`src/rtl/kbd_rx_pkg.sv`:
```
package kbd_rx_pkg;
  typedef enum logic [0:0] {
    RX_RUN  = 1'b0,
    RX_LOCK = 1'b1
  } rx_state_t;

  localparam int LINE_CLK = 0;
  localparam int LINE_DAT = 1;
  localparam int NUM_LINES = 2;
endpackage

```
`src/rtl/kbd_sync.sv`:
```
module kbd_sync #(
  parameter int STAGES = 2,
  parameter int W      = 2
) (
  input  logic         clk,
  input  logic         rst,
  input  logic [W-1:0] din,
  output logic [W-1:0] dout
);
  logic [W-1:0] pipe [STAGES];

  generate
    for (genvar s = 0; s < STAGES; s++) begin : g_stage
      always_ff @(posedge clk) begin
        if (rst) begin
          pipe[s] <= '1;
        end else if (s == 0) begin
          pipe[s] <= din;
        end else begin
          pipe[s] <= pipe[(s == 0) ? 0 : s-1];
        end
      end
    end
  endgenerate

  assign dout = pipe[STAGES-1];
endmodule

```
`src/rtl/kbd_fall_detect.sv`:
```
module kbd_fall_detect (
  input  logic clk,
  input  logic rst,
  input  logic line,
  output logic fall
);
  logic armed;

  always_ff @(posedge clk) begin
    if (rst) begin
      armed <= 1'b0;
    end else if (line) begin
      armed <= 1'b1;
    end else begin
      armed <= 1'b0;
    end
  end

  assign fall = armed & ~line;
endmodule

```
`src/rtl/kbd_idle_timer.sv`:
```
module kbd_idle_timer #(
  parameter int LIMIT = 400000
) (
  input  logic clk,
  input  logic rst,
  input  logic active,
  output logic expire
);
  localparam int CW = $clog2(LIMIT + 1);
  localparam logic [CW-1:0] LAST = CW'(LIMIT - 1);

  logic [CW-1:0] cnt;

  always_ff @(posedge clk) begin
    if (rst || !active) begin
      cnt    <= '0;
      expire <= 1'b0;
    end else if (cnt == LAST) begin
      cnt    <= '0;
      expire <= 1'b1;
    end else begin
      cnt    <= cnt + 1'b1;
      expire <= 1'b0;
    end
  end
endmodule

```
`src/rtl/kbd_frame_fsm.sv`:
```
module kbd_frame_fsm
  import kbd_rx_pkg::*;
#(
  parameter int DATA_W = 8
) (
  input  logic              clk,
  input  logic              rst,
  input  logic              bit_fall,
  input  logic              bit_val,
  input  logic              expire,
  output logic              mid_frame,
  output logic [DATA_W-1:0] code,
  output logic              code_valid,
  output logic              err_start,
  output logic              err_parity,
  output logic              err_stop
);
  localparam int FRAME_BITS = DATA_W + 3;
  localparam int IW = $clog2(FRAME_BITS);
  localparam logic [IW-1:0] IDX_PAR  = IW'(DATA_W + 1);
  localparam logic [IW-1:0] IDX_STOP = IW'(DATA_W + 2);

  rx_state_t         state;
  logic [IW-1:0]     idx;
  logic [DATA_W-1:0] shreg;
  logic              ones_odd;

  assign mid_frame = (state == RX_RUN) && (idx != '0);

  always_ff @(posedge clk) begin
    if (rst) begin
      state      <= RX_RUN;
      idx        <= '0;
      shreg      <= '0;
      ones_odd   <= 1'b0;
      code       <= '0;
      code_valid <= 1'b0;
      err_start  <= 1'b0;
      err_parity <= 1'b0;
      err_stop   <= 1'b0;
    end else begin
      code_valid <= 1'b0;
      if (state == RX_RUN) begin
        if (expire) begin
          idx      <= '0;
          ones_odd <= 1'b0;
        end else if (bit_fall) begin
          if (idx == '0) begin
            if (bit_val) begin
              err_start <= 1'b1;
              state     <= RX_LOCK;
            end else begin
              idx      <= idx + 1'b1;
              ones_odd <= 1'b0;
            end
          end else if (idx == IDX_PAR) begin
            if (bit_val == ones_odd) begin
              err_parity <= 1'b1;
              state      <= RX_LOCK;
            end else begin
              idx <= idx + 1'b1;
            end
          end else if (idx == IDX_STOP) begin
            if (!bit_val) begin
              err_stop <= 1'b1;
              state    <= RX_LOCK;
            end else begin
              code       <= shreg;
              code_valid <= 1'b1;
              idx        <= '0;
            end
          end else begin
            shreg    <= {bit_val, shreg[DATA_W-1:1]};
            ones_odd <= ones_odd ^ bit_val;
            idx      <= idx + 1'b1;
          end
        end
      end
    end
  end
endmodule

```
`src/rtl/kbd_frame_rx.sv`:
```
module kbd_frame_rx
  import kbd_rx_pkg::*;
#(
  parameter int DATA_W      = 8,
  parameter int SYNC_STAGES = 2,
  parameter int IDLE_CYCLES = 400000
) (
  input  logic              clk,
  input  logic              rst,
  input  logic              kb_clk,
  input  logic              kb_dat,
  output logic [DATA_W-1:0] code,
  output logic              code_valid,
  output logic              err_start,
  output logic              err_parity,
  output logic              err_stop
);
  logic [NUM_LINES-1:0] raw_lines;
  logic [NUM_LINES-1:0] sync_lines;
  logic                 fall;
  logic                 mid_frame;
  logic                 expire;

  assign raw_lines[LINE_CLK] = kb_clk;
  assign raw_lines[LINE_DAT] = kb_dat;

  kbd_sync #(.STAGES(SYNC_STAGES), .W(NUM_LINES)) u_sync (
    .clk  (clk),
    .rst  (rst),
    .din  (raw_lines),
    .dout (sync_lines)
  );

  kbd_fall_detect u_fall (
    .clk  (clk),
    .rst  (rst),
    .line (sync_lines[LINE_CLK]),
    .fall (fall)
  );

  kbd_idle_timer #(.LIMIT(IDLE_CYCLES)) u_idle (
    .clk    (clk),
    .rst    (rst),
    .active (mid_frame && sync_lines[LINE_CLK]),
    .expire (expire)
  );

  kbd_frame_fsm #(.DATA_W(DATA_W)) u_fsm (
    .clk        (clk),
    .rst        (rst),
    .bit_fall   (fall),
    .bit_val    (sync_lines[LINE_DAT]),
    .expire     (expire),
    .mid_frame  (mid_frame),
    .code       (code),
    .code_valid (code_valid),
    .err_start  (err_start),
    .err_parity (err_parity),
    .err_stop   (err_stop)
  );
endmodule

```
`config.mk`:
```
export PLATFORM = sky130hd
export DESIGN_NAME = kbd_frame_rx
export DESIGN_NICKNAME = d
export VERILOG_FILES = /design/src/rtl/kbd_rx_pkg.sv /design/src/rtl/kbd_sync.sv /design/src/rtl/kbd_fall_detect.sv /design/src/rtl/kbd_idle_timer.sv /design/src/rtl/kbd_frame_fsm.sv /design/src/rtl/kbd_frame_rx.sv
export SDC_FILE = /design/constraint.sdc
export NUM_CORES = 1
export LEC_CHECK = 0
export BUFFER_PORTS_ARGS = -buffer_cell sky130_fd_sc_hd__buf_2
export CAP_MARGIN = 20
export CORE_MARGIN = 1.5
export CORE_UTILIZATION = 50
export DETAILED_ROUTE_END_ITERATION = 16
export GPL_TIMING_DRIVEN = 1
export PLACE_DENSITY = 0.66
export SETUP_SLACK_MARGIN = 0.2
export SLEW_MARGIN = 10
export SYNTH_ARGS = -nofsm -noshare
export SYNTH_HDL_FRONTEND = slang
export SYNTH_SLANG_ARGS = --single-unit
export TNS_END_PERCENT = 1
```
`constraint.sdc`:
```
create_clock -name clk -period 2.2 [get_ports clk]
set_clock_uncertainty 0.15 [all_clocks]
set_input_delay 0.22 -clock clk [delete_from_list [all_inputs] [get_ports clk]]
set_output_delay 0.22 -clock clk [all_outputs]
set_load 0.01 [all_outputs]
```
### After elaboration in Yosys (flattened, before gate mapping)

Memory sizes are Yosys's and may differ from the RTL's.
Index checks and enable logic that the tools add are counted.

* bits in registers: 47
* latch bits: 0
* RAM bits: 4
* memory bits (read-only): 0
* input bits: 4
* output and inout bits: 12
* word-level logic and storage cells: 82
* memories: 1

Memory list
* u_sync.pipe: words 2, width 2, read ports 2, clocked after Yosys merged registers in 0, write ports 2, line kbd_sync.sv:10 `logic [W-1:0] pipe [STAGES];`

* $add $sub $neg: 2
* multipliers: 0
* div/mod/pow operators: 0
* $lt $le $gt $ge: 0
* equal/unequal tests: 9
* shifts and indexed selects: 0
* muxes and demuxes: 30
* bitwise logic cells: 12
* reductions and logical operators: 16

Operator list (number)
* $mux 4: 8
* $mux 1: 20
* $add 19x1->19 const B: 1
* $eq 19x19->1 const B: 1
* $reduce_and 5->1: 3
* $reduce_and 7->1: 2
* $reduce_and 6->1: 2
* $eq 4x4->1 const B: 2
* $not 1->1: 8
* $reduce_or 7->1: 1
* $ne 3x2->1 const B: 2
* $ne 5x3->1 const B: 1
* $add 4x1->4 const B: 1
* $logic_not 4->1: 1
* $mux 2: 2
* $ne 4x3->1 const B: 1
* $reduce_bool 4->1: 1
* $ne 3x3->1 const B: 1
* $logic_and 1x1->1: 2
* $or 1x1->1: 2
* $reduce_bool 2->1: 1
* $reduce_or 2->1: 1
* $and 1x1->1: 1
* $eq 1x1->1: 1
* 3 further kinds: 3

### Depth between registers and ports, before layout

* depth in word-level cells: 7
* mapped depth: 7

### Modules after synthesis

Synthesis repeated with hierarchy kept, for this count alone.

* cells, all modules: 247
* area, all modules: 2229.6 um2

Modules (own cells, without submodules)
* kbd_frame_fsm: instances 1, cells an instance 134, area an instance 1182.4 um2, seq. area each 520.5 um2
* kbd_idle_timer: instances 1, cells an instance 101, area an instance 900.9 um2, seq. area each 400.4 um2
* kbd_sync: instances 1, cells an instance 8, area an instance 105.1 um2, seq. area each 80.1 um2
* kbd_fall_detect: instances 1, cells an instance 3, area an instance 35.0 um2, seq. area each 20.0 um2
* kbd_frame_rx: instances 1, cells an instance 1, area an instance 6.3 um2, seq. area each 0.0 um2

### Worst setup path after synthesis

Ideal clock, no wire load.

* path kind: flip-flop to flip-flop
* from: reg u_idle.cnt[0]
* to: reg u_idle.cnt[4]
* library setup time: 0.115 ns
* arrival: 1.676 ns
* slack: 0.260 ns
* stages on the path, launching flop included: 8
* clock period less this slack: 1.940 ns
* cells stage by stage: dfxtp_1 > ha_1 > and3_1 > buf_6 > nand3_4 > o41ai_4 > buf_6 > nor2_1

* longest elaborated chain between the ends: 2
* elaborated cells on any way between the ends: 3
* those cells by class: add/sub: 1; eq/ne: 1; reduce/logical: 1

RTL lines
* start: declaration: line kbd_idle_timer.sv:12 `logic [CW-1:0] cnt;`
* start signal: assignment: line kbd_idle_timer.sv:22 `cnt <= cnt + 1'b1;`
* parallel branches: the longest is 2 deep, another holds $add 19x1->19

Parallel ways; which one is timed is not known.
A chain may end at the register's enable or synchronous reset.

### Worst setup path in the final report

* from: reg u_idle.cnt[0]
* to: reg u_idle.cnt[17]

The elaborated chain is that of the path after synthesis.

==> impl_metrics.csv <==
group,metric,value,unit
outcome,status,"finished, final reports clean",
logic_synthesis,ys_types,46,
final_layout,synthToLayoutAreaGrowth,13.88,%
logic_synthesis,synth_area_leaders,"dfxtp_1 (44%), mux2i_1 (7.0%), nor2_1 (6.5%)",
floorplanning,pin_count,16,
cts,clk_latency,0.31,ns
detailed_routing,first_pass_iters,4,
logic_synthesis,yosysMostFrequentCell,"dfxtp_1",
logic_synthesis,ys_ff_latch,51,
logic_synthesis,synth_top_area_share,44.42,%
timing,slew_violations,0,
critical_path,worst-path-buf-inv,1,
logic_synthesis,synth_fa_ha_area_share,2.722,%
logic_synthesis,ys.flop_type,"dfxtp_1",
cts,cts_tree,"built",
timing,max_slew_margin,71.09,%
global_route,grt_pass1_vias,1539,
logic_synthesis,synth_top_family_by_area,"simple AND/OR/NAND/NOR gates",
critical_path,timing.rr.start,"u_idle.cnt[0]$_SDFF_PP0_",
logic_synthesis,syn_area_per_cell,9.268,um2
timing,fin_crit_sh,85.93,%
critical_path,worstRegToRegCells,5,
final_layout,antenna_cells,0,
worst_hold_path,min_path_type,"input port to flop",
logic_synthesis,synth-simple-area-share,25.31,%
logic_synthesis,synthCells,248,
logic_synthesis,synthArstFlopShare,0,%
final_layout,nets,283,
global_route,grt_max_degree,34,
detailed_routing,drc,0,
critical_path,cpPeakStageDelay,0.52,ns
timing,finalHoldViolations,0,
placement,gp_congestion,0.8246,
timing,setup_violations,0,
detailed_routing,wl,4.062,mm
timing,hold_slack,0.1214,ns
placement,portBuffers,15,
detailed_routing,postRouteAntennaNets,0,
worst_hold_path,hp-start,"rst",
placement,dp_cells,315,
critical_path,crit_type,"flop to flop",
logic_synthesis,synth_xor_area_share,5.335,%
critical_path,crit_chain,"buf_4 -> nand4_1 -> or2_1 -> or4_1 -> a21oi_1",
logic_synthesis,seq_area_frac_synth,44.42,%
detailed_routing,num_vias,1748,
floorplanning,start_util,52.43,%
logic_synthesis,ys_top_cells_by_count,"dfxtp_1 (51), nor2_1 (40), mux2i_1 (16)",
critical_path,crit_family,"simple AND/OR/NAND/NOR gates",
worst_hold_path,hold_end,"u_fall.armed$_SDFF_PP0_",
floorplanning,die_w,70.80,um
timing,worstMarginPinSlew,0.4291,ns
run,max_cap_violations,0,
power_and_ir_drop,peakVddDrop,0.3973,mV
timing,post-route-min-period,1.890,ns
logic_synthesis,synth_fp_nets,257,
cts,htreeDepth,2,
logic_synthesis,synth_area_leader_cell,"dfxtp_1",
critical_path,crit_fanout,5,
critical_path,slowest_stage,"or4_1",
critical_path,timing.rr.end,"u_idle.cnt[17]$_SDFF_PP0_",
timing,rsz0062_at_grt,"yes",
critical_path,start_kind,"flop",
critical_path,worstPathArrival,1.99,ns
cts,cts_made_buffers,5,
floorplanning,die-height,70.80,um
timing,fin_ws,0.3095,ns
logic_synthesis,syn_area,0.002298,mm2
cts,cts_root_buffer,"clkbuf_8",
placement,dp_slack,-0.04715,ns
global_route,grt_pass1_wl,6.948,mm
floorplanning,num_rows,24,
placement,dpl.hpwl,2.726,mm
critical_path,cp-end-kind,"flop",
logic_synthesis,yosysWarnings,0,
cts,cts_buffer_depth,2,
global_route,antenna_found_initial,0,
final_layout,stdcell_count,327,
logic_synthesis,synth_edf_count,0,
floorplanning,die-area,0.005013,mm2
power_and_ir_drop,power.density,576.2,mW/mm2
power_and_ir_drop,p_leak,1.042,nW
global_route,overflow,0,
detailed_routing,drt_iter0_markers,126,
floorplanning,core_area,0.004384,mm2
timing,setup_tns,0,ns
logic_synthesis,synth_compound_area_share,10.45,%
global_route,gr-usage-all-layers,17.16,%
final_layout,drive_gt1_share,19.27,%
cts,clkTransAtPathRegs,0.09,ns
critical_path,cp.required,2.30,ns
detailed_routing,wl_per_cell,12.42,um
timing,timing.fmax,529.0,MHz
critical_path,reg2reg_slack,0.31,ns
logic_synthesis,synth_mux_area_share,7.458,%
detailed_routing,via_per_inst,5.346,
worst_hold_path,hold_path_depth,3,
cts,cts.sink_count,51,
[kinds of logic after synthesis]
group,after synthesis
muxes,17
buffers and inverters,21
DFF,51
adders and majority gates,5
xor gates and xnor gates,14
AOI/OAI and AO/OA,33
and+or+nand+nor,107
[worst register-to-register path, cell delays in order, from the launching register on]
cell and delay, ns:
dfxtp_1 0.34, buf_4 0.12, nand4_1 0.21, or2_1 0.35
or4_1 0.52, a21oi_1 0.14
[per-stage QoR]
stage / area, um2 / power, mW / utilization, %
2_1_floorplan: 2298 / 0.9790 / -
6_report: 2618 / 1.508 / 59.70
5_1_grt: 2618 / 1.564 / 59.70
3_3_place_gp: 2460 / 0.9906 / 56.11
3_5_place_dp: 2460 / 0.9904 / 56.11
4_1_cts: 2590 / 1.521 / 59.08
[power by group]
part           internal, mW  switching (mW)  leakage (nW)
logic                0.0170          0.0202         0.589
clock network         0.222           0.314        0.0402
registers             0.929         0.00663         0.413
[layout make-up]
| cell class | count | area [um2] |
|---|---|---|
| fill | 400 | 1767 |
| multi-input combinational | 176 | 1211 |
| sequential | 51 | 1022 |
| timing repair buffer | 30 | 192.7 |
| clock buffer | 5 | 68.82 |
| tap | 52 | 65.06 |
| inverter | 10 | 37.54 |
| clock inverter | 3 | 20.02 |
[worst max path at each step]
stage                               from                          to  cells past startpoint
5_1_grt         u_idle.cnt[0]$_SDFF_PP0_   u_idle.cnt[15]$_SDFF_PP0_                      5
4_1_cts        u_fsm.idx[1]$_SDFFE_PP0P_  u_fsm.code[6]$_SDFFE_PP0P_                      7
3_5_place_dp    u_idle.cnt[1]$_SDFF_PP0_    u_idle.cnt[6]$_SDFF_PP0_                      5
2_1_floorplan   u_idle.cnt[0]$_SDFF_PP0_    u_idle.cnt[4]$_SDFF_PP0_                      7
3_3_place_gp    u_idle.cnt[1]$_SDFF_PP0_   u_idle.cnt[13]$_SDFF_PP0_                      5
6_report        u_idle.cnt[0]$_SDFF_PP0_   u_idle.cnt[17]$_SDFF_PP0_                      5
[flip-flops by register name (all words and copies together), names as in the netlist]
register and cells:
u_idle.cnt 19, u_fsm.code 8, u_fsm.shreg 8, u_fsm.idx 4
u_sync.pipe 4, u_fall.armed 1, u_fsm.code_valid 1, u_fsm.err_parity 1
u_fsm.err_start 1, u_fsm.err_stop 1, u_fsm.ones_odd 1, u_fsm.state 1
u_idle.expire 1
[placed cells by master (no fill, tap or decap), types with 7 or more instances in the layout]
cell	n
nor2_1	40
buf_2	15
dfxtp_1	50
nand3_1	7
a21oi_1	9
xnor2_1	7
nand4_1	7
nand2_1	7
buf_4	13
mux2i_1	16
inv_1	10
xor2_1	7
nand2b_1	10
[metal layers]
| layer | routed length [um] | global-route usage (%) | up-vias |
|---|---|---|---|
| met2 | 1776 | 25.23 | 19 |
| met1 | 2120 | 23.96 | 806 |
| met3 | 102 | 4.416 | 7 |
| met4 | 63 | 7.338 | 0 |
| li1 | - | - | 916 |
| met5 | 0 | 0 | - |
[repair_timing]
action,4_1_cts,5_1_grt
gates resized for setup,1,7
pin swaps,1,0
endpoints found under the hold margin,2,0
setup endpoints to repair,27,32
hold buffers,2,0
buffers inserted,2,0
No activity file was read; power rests on OpenSTA's default activity.
